<file path="src/rtl/dram_refresh_pkg.sv">
package dram_refresh_pkg;

  // Single-clock pulses from the sequencer to the address path.
  typedef struct packed {
    logic latchRow;     // first clock of Q-high quarter: pick row source
    logic pickCol;      // first clock of E-high in a selected cycle
    logic stepRefresh;  // E fall closing an unselected cycle
  } strobe_t;

endpackage

</file>
<file path="src/rtl/dram_seq_ctrl.sv">
module dram_seq_ctrl
  import dram_refresh_pkg::*;
(
  input  logic    clk,
  input  logic    rstN,
  input  logic    busE,
  input  logic    busQ,
  input  logic    chipSel,
  input  logic    rdWr,
  output strobe_t strobe,
  output logic    rasN,
  output logic    casN,
  output logic    weN,
  output logic    dataOe
);

  logic prevE, prevQ;
  logic cycSel, cycWr;
  logic qRiseFirst, eRiseFirst, eFall;
  logic rasLowNext, casLowNext;

  assign qRiseFirst = busQ && !busE && !prevQ;
  assign eRiseFirst = busE && !prevE;
  assign eFall      = !busE && prevE;

  // RAS waits one clock into the Q quarter so the row is already stable.
  assign rasLowNext = (busE || busQ) && (prevE || prevQ);
  // CAS waits one clock into E-high so the column is already stable.
  assign casLowNext = cycSel && busE && prevE;

  always_comb begin
    strobe.latchRow    = qRiseFirst;
    strobe.pickCol     = eRiseFirst && cycSel;
    strobe.stepRefresh = eFall && !cycSel;
  end

  always_ff @(posedge clk) begin
    if (!rstN) begin
      prevE  <= 1'b0;
      prevQ  <= 1'b0;
      cycSel <= 1'b0;
      cycWr  <= 1'b0;
      rasN   <= 1'b1;
      casN   <= 1'b1;
      weN    <= 1'b1;
      dataOe <= 1'b0;
    end else begin
      prevE <= busE;
      prevQ <= busQ;
      if (qRiseFirst) begin
        cycSel <= chipSel;
        cycWr  <= !rdWr;
      end
      rasN   <= !rasLowNext;
      casN   <= !casLowNext;
      weN    <= !(casLowNext && cycWr);
      dataOe <= casLowNext && !cycWr;
    end
  end

  p_cas_inside_ras_r4: assert property (@(posedge clk) disable iff (!rstN)
    !casN |-> !rasN);

  p_we_inside_cas_r8: assert property (@(posedge clk) disable iff (!rstN)
    !weN |-> !casN);

  p_oe_read_only_r9: assert property (@(posedge clk) disable iff (!rstN)
    dataOe |-> (weN && !casN));

  p_release_on_efall_r2: assert property (@(posedge clk) disable iff (!rstN)
    ($past(busE) && !busE) |=> (rasN && casN));

endmodule

</file>
<file path="src/rtl/dram_addr_path.sv">
module dram_addr_path
  import dram_refresh_pkg::*;
#(
  parameter int CPU_AW = 16,
  parameter int MUX_AW = 8,
  parameter int ROWS   = 128
) (
  input  logic              clk,
  input  logic              rstN,
  input  strobe_t           strobe,
  input  logic              chipSel,
  input  logic [CPU_AW-1:0] cpuAddr,
  output logic [MUX_AW-1:0] memAddr
);

  localparam int CNT_W = $clog2(ROWS);
  localparam int PAD_W = MUX_AW - CNT_W;

  logic [CNT_W-1:0]  refCnt;
  logic [MUX_AW-1:0] refRow;
  logic [MUX_AW-1:0] colHold;
  logic [MUX_AW-1:0] cpuRow, cpuCol;

  assign cpuRow = cpuAddr[MUX_AW-1:0];
  assign cpuCol = cpuAddr[2*MUX_AW-1:MUX_AW];

  generate
    if (PAD_W > 0) begin : g_pad
      assign refRow = {{PAD_W{1'b0}}, refCnt};
    end else begin : g_nopad
      assign refRow = refCnt[MUX_AW-1:0];
    end
  endgenerate

  always_ff @(posedge clk) begin
    if (!rstN) begin
      refCnt  <= '0;
      colHold <= '0;
      memAddr <= '0;
    end else begin
      if (strobe.latchRow) begin
        memAddr <= chipSel ? cpuRow : refRow;
        colHold <= cpuCol;
      end else if (strobe.pickCol) begin
        memAddr <= colHold;
      end
      if (strobe.stepRefresh)
        refCnt <= (refCnt == CNT_W'(ROWS - 1)) ? '0 : refCnt + 1'b1;
    end
  end

  p_refresh_step_r7: assert property (@(posedge clk) disable iff (!rstN)
    (refCnt != $past(refCnt)) |->
      ((refCnt == '0 && $past(refCnt) == CNT_W'(ROWS - 1)) ||
       (refCnt == $past(refCnt) + 1'b1)));

endmodule

</file>
<file path="src/rtl/dram_refresh_ctl.sv">
module dram_refresh_ctl
  import dram_refresh_pkg::*;
#(
  parameter int CPU_AW = 16,
  parameter int MUX_AW = 8,
  parameter int ROWS   = 128
) (
  input  logic              clk,
  input  logic              rstN,
  input  logic              busE,
  input  logic              busQ,
  input  logic              chipSel,
  input  logic              rdWr,
  input  logic [CPU_AW-1:0] cpuAddr,
  output logic [MUX_AW-1:0] memAddr,
  output logic              rasN,
  output logic              casN,
  output logic              weN,
  output logic              dataOe
);

  strobe_t strobe;

  dram_seq_ctrl i_ctrl (
    .clk     (clk),
    .rstN    (rstN),
    .busE    (busE),
    .busQ    (busQ),
    .chipSel (chipSel),
    .rdWr    (rdWr),
    .strobe  (strobe),
    .rasN    (rasN),
    .casN    (casN),
    .weN     (weN),
    .dataOe  (dataOe)
  );

  dram_addr_path #(
    .CPU_AW (CPU_AW),
    .MUX_AW (MUX_AW),
    .ROWS   (ROWS)
  ) i_path (
    .clk     (clk),
    .rstN    (rstN),
    .strobe  (strobe),
    .chipSel (chipSel),
    .cpuAddr (cpuAddr),
    .memAddr (memAddr)
  );

  // Address must already be settled on the clock a strobe falls.
  p_row_setup_r3: assert property (@(posedge clk) disable iff (!rstN)
    $fell(rasN) |-> $stable(memAddr));

  p_col_setup_r4: assert property (@(posedge clk) disable iff (!rstN)
    $fell(casN) |-> $stable(memAddr));

endmodule

</file>
<file path="config.mk">
export PLATFORM = sky130hd
export DESIGN_NAME = dram_refresh_ctl
export DESIGN_NICKNAME = d
export VERILOG_FILES = /design/src/rtl/dram_refresh_pkg.sv /design/src/rtl/dram_seq_ctrl.sv /design/src/rtl/dram_addr_path.sv /design/src/rtl/dram_refresh_ctl.sv
export SDC_FILE = /design/constraint.sdc
export NUM_CORES = 1
export LEC_CHECK = 0
export ABC_AREA = 0
export CORE_MARGIN = 2
export CORE_UTILIZATION = 51
export DETAILED_ROUTE_END_ITERATION = 8
export PLACE_DENSITY = 0.83
export SLEW_MARGIN = 25
export SYNTH_ARGS = -nofsm -noshare
export SYNTH_HDL_FRONTEND = slang
export SYNTH_SLANG_ARGS = --single-unit
</file>
<file path="constraint.sdc">
create_clock -name clk -period 2.5 [get_ports clk]
set_input_delay 0.25 -clock clk [delete_from_list [all_inputs] [get_ports clk]]
set_output_delay 0.25 -clock clk [all_outputs]
set_load 0.02 [all_outputs]
</file>
==> results.sh <==
export IMPL_outcome="finished clean"
export IMPL_r2r_start="i_ctrl.prevE"
export IMPL_dieWidth_um=54.6
export IMPL_setup_worst_path_start="busE"
export IMPL_drc=0
export IMPL_portBuffers=33
export IMPL_p_seq_share_pct=56.4
export IMPL_track_usage_pct=24.4
export IMPL_min_path_type="reg -> reg"
export IMPL_critPathKind="in -> reg"
export IMPL_fmax_mhz=606
export IMPL_grt_overflow=0
export IMPL_drt_wirelength_per_cell_um=15.2
export IMPL_cts_hold_buf=0
export IMPL_dp_cells=211
export IMPL_grt_pass1_vias=1198
export IMPL_seq_area_frac_synth_pct=47.6
export IMPL_post_route_period_util_pct=66.1
export IMPL_critPathSlowestCell="or3b_1"
export IMPL_worst_pin_slew_ns=0.584
export IMPL_clkTransAtPathRegs_ns=0.10
export IMPL_row_count=18
export IMPL_htree_levels=2
export IMPL_cts_root_buf="clkbuf_4"
export IMPL_yosysTopAreaCell="dfxtp_1"
export IMPL_leakage_uw=0.000571
export IMPL_syn_to_final_growth_pct=30.5
export IMPL_cp_slowest_stage_delay_ns=0.65
export IMPL_fin_cells=219
export IMPL_finalCriticalPeriod_ns=1.65
export IMPL_skew_ns=0.0146
export IMPL_p_clk_share_pct=30.4
export IMPL_cp_buffers_inverters=1
export IMPL_reg2reg_depth=3
export IMPL_cap_violations=0
export IMPL_synth_cell_type_count=33
export IMPL_synthCells=154
export IMPL_synthDominantCellAreaShare_pct=47.6
export IMPL_peakVddDrop_uv=418
export IMPL_r2r_setup_slack_ns=0.90
export IMPL_postCtsSetupBuffers=0
export IMPL_layout_setup_ws_ns=0.849
export IMPL_synth_area_top_cells="dfxtp_1 48%, nand2_1 9.2%, a21oi_1 5.4%, o32ai_1 5.4%, a211oi_1 4.6%"
export IMPL_r2r_end="i_path.refCnt[6]"
export IMPL_grt_max_degree=23
export IMPL_intPower_uw=682
export IMPL_cp_data_required_time_ns=2.71
export IMPL_synth_area_sq_mm=0.00130
export IMPL_start_kind="primary input"
export IMPL_cp_max_fo=15
export IMPL_grt_pass1_wl_um=5070
export IMPL_drt_iter0_markers=43
export IMPL_dp_slack_ns=0.526
export IMPL_setup_viol=0
export IMPL_nets=211
export IMPL_dr_pass1_iters=4
export IMPL_netlist_top_cells_count="32 x nand2_1, 31 x dfxtp_1, 14 x a21oi_1"
export IMPL_cts_tree="done"
export IMPL_vias_per_cell=5.95
export IMPL_clock_sinks=31
export IMPL_cts_path_max_buffers=2
export IMPL_cp_top_family="simple AND/OR/NAND/NOR gates"
export IMPL_power_frac_comb_pct=13.2
export IMPL_synth_most_common_cell="nand2_1"
export IMPL_die_area_sq_mm=0.00298
export IMPL_drv_slew=0
export IMPL_hold_viol=0
export IMPL_crit_chain="clkdlybuf4s50_1 -> or3b_1 -> a211oi_1 -> o32ai_1"
export IMPL_drive_gt1_share_pct=6.88
export IMPL_die_h_um=54.6
export IMPL_hpwlAfterDp_um=2410
export IMPL_ys_ff_latch=31
export IMPL_switching_share_pct=26.3
export IMPL_postLayoutCoreUtil_pct=69.3
export IMPL_vias=1302
export IMPL_p_per_area_mw_per_mm2=544
export IMPL_critPathArrivalTime_ns=1.86
export IMPL_gp_congestion=0.733
export IMPL_max_slew_margin_pct=60.8
export IMPL_fin_tns_setup_ns=0
export IMPL_synth_flop_cell="dfxtp_1"
export IMPL_cp_num_cells=4
export IMPL_n_antenna_cell=0
export IMPL_cp_endpoint="i_path.memAddr[6]"
export IMPL_synth_warnings=0
export IMPL_coreArea_sq_mm=0.00245
export IMPL_grt_setup_unrepaired="no"
export IMPL_post_synth_cell_area_avg_sq_um=8.47
export IMPL_synth_edff_count=0
export IMPL_ios=34
export IMPL_p_switching_uw=243
export IMPL_grt_antenna_before_repair=0
export IMPL_async_flop_share_pct=0
export IMPL_syn_nets=177
export IMPL_insertion_delay_ns=0.33
export IMPL_ant_nets=0
export IMPL_cts_buffers=5
export IMPL_endpoint_kind="flip-flop"
export IMPL_start_util_pct=53.1
export IMPL_routed_wl_um=3330
export IMPL_cts_resized=0
-- layout make-up --
| cell class | instances | area [sq um] |
|---|---|---|
| fillers | 200 | 753 |
| clock buffers | 7 | 45.0 |
| inverters | 3 | 11.3 |
| flip-flops and latches | 31 | 621 |
| clock inverters | 1 | 5.00 |
| repair buffers | 36 | 353 |
| well taps | 30 | 37.5 |
| multi-input cells | 111 | 629 |
-- power groups by stage --
stage                     clock network [uW]  registers, uW  logic (uW)
after floorplan                            0            538        52.5
after detailed placement                   0            533         122
after global routing                     300            524         132
after global placement                     0            532         117
final                                    281            522         122
after CTS                                280            522         123
-- per-layer routing --
layer / track usage [%] / vias to the layer above / part of all wire (%)
met3: 6.56 / 11 / 5.9
met5: 0 / - / 0
li1: - / 622 / -
met1: 27.1 / 618 / 41
met4: 13.3 / 0 / 2.9
met2: 42.2 / 51 / 50
-- flip-flops by register name, indices dropped and copies added, names as in the netlist --
signal and count:
i_ctrl.casN 1, i_ctrl.cycSel 1, i_ctrl.cycWr 1, i_ctrl.dataOe 1
i_ctrl.prevE 1, i_ctrl.prevQ 1, i_ctrl.rasN 1, i_ctrl.weN 1
i_path.colHold 8, i_path.memAddr 8, i_path.refCnt 7
-- cells in the final DEF (no fill, tap or decap), drive strengths merged, types with 3 or more instances in the layout --
| master | count |
|---|---|
| o211ai | 3 |
| nor2 | 9 |
| clkbuf | 7 |
| dfxtp | 31 |
| a21oi | 14 |
| o32ai | 8 |
| or3 | 4 |
| nand2 | 32 |
| nand3 | 6 |
| clkdlybuf4s50 | 33 |
| a211oi | 8 |
| nor2b | 6 |
| buf | 3 |
| o21ai | 3 |
-- worst reg2reg max path: cells and delay by family, from the launching register on --
kind / cells / cell delay [ns]
AO/OA/AOI/OAI: 1 / 0.16
AND/OR/NAND/NOR: 2 / 0.96
flip-flops: 1 / 0.43
-- per-stage QoR --
step	hold slack (ns)	power [uW]	instance area [sq um]
after floorplan	0.346	590	1300
after global placement	0.419	649	1650
after detailed placement	0.430	655	1650
after CTS	0.451	924	1700
after global routing	0.465	956	1700
final	0.450	926	1700
-- cell families (layout without fill, tap and decap cells) --
group,count (synthesis),after routing,share of synthesized area [%]
buffers and inverters,12,47,4.13
adders and majority gates,1,1,0.960
and+or+nand+nor,69,69,26.1
AOI/OAI and AO/OA,41,41,21.2
DFF,31,31,47.6
-- how the worst min path moves through the flow --
stage	from	to	slack (ns)	cells after the start
global placement	i_ctrl.cycWr	i_ctrl.weN	0.42	1
global route	cpuAddr[15]	i_path.colHold[7]	0.46	3
detailed placement	i_ctrl.cycWr	i_ctrl.weN	0.43	1
floorplan	rdWr	i_ctrl.cycWr	0.35	1
CTS	i_ctrl.cycWr	i_ctrl.weN	0.45	1
finish	i_ctrl.cycWr	i_ctrl.weN	0.45	1
No activity file was read; power rests on OpenSTA's default activity.
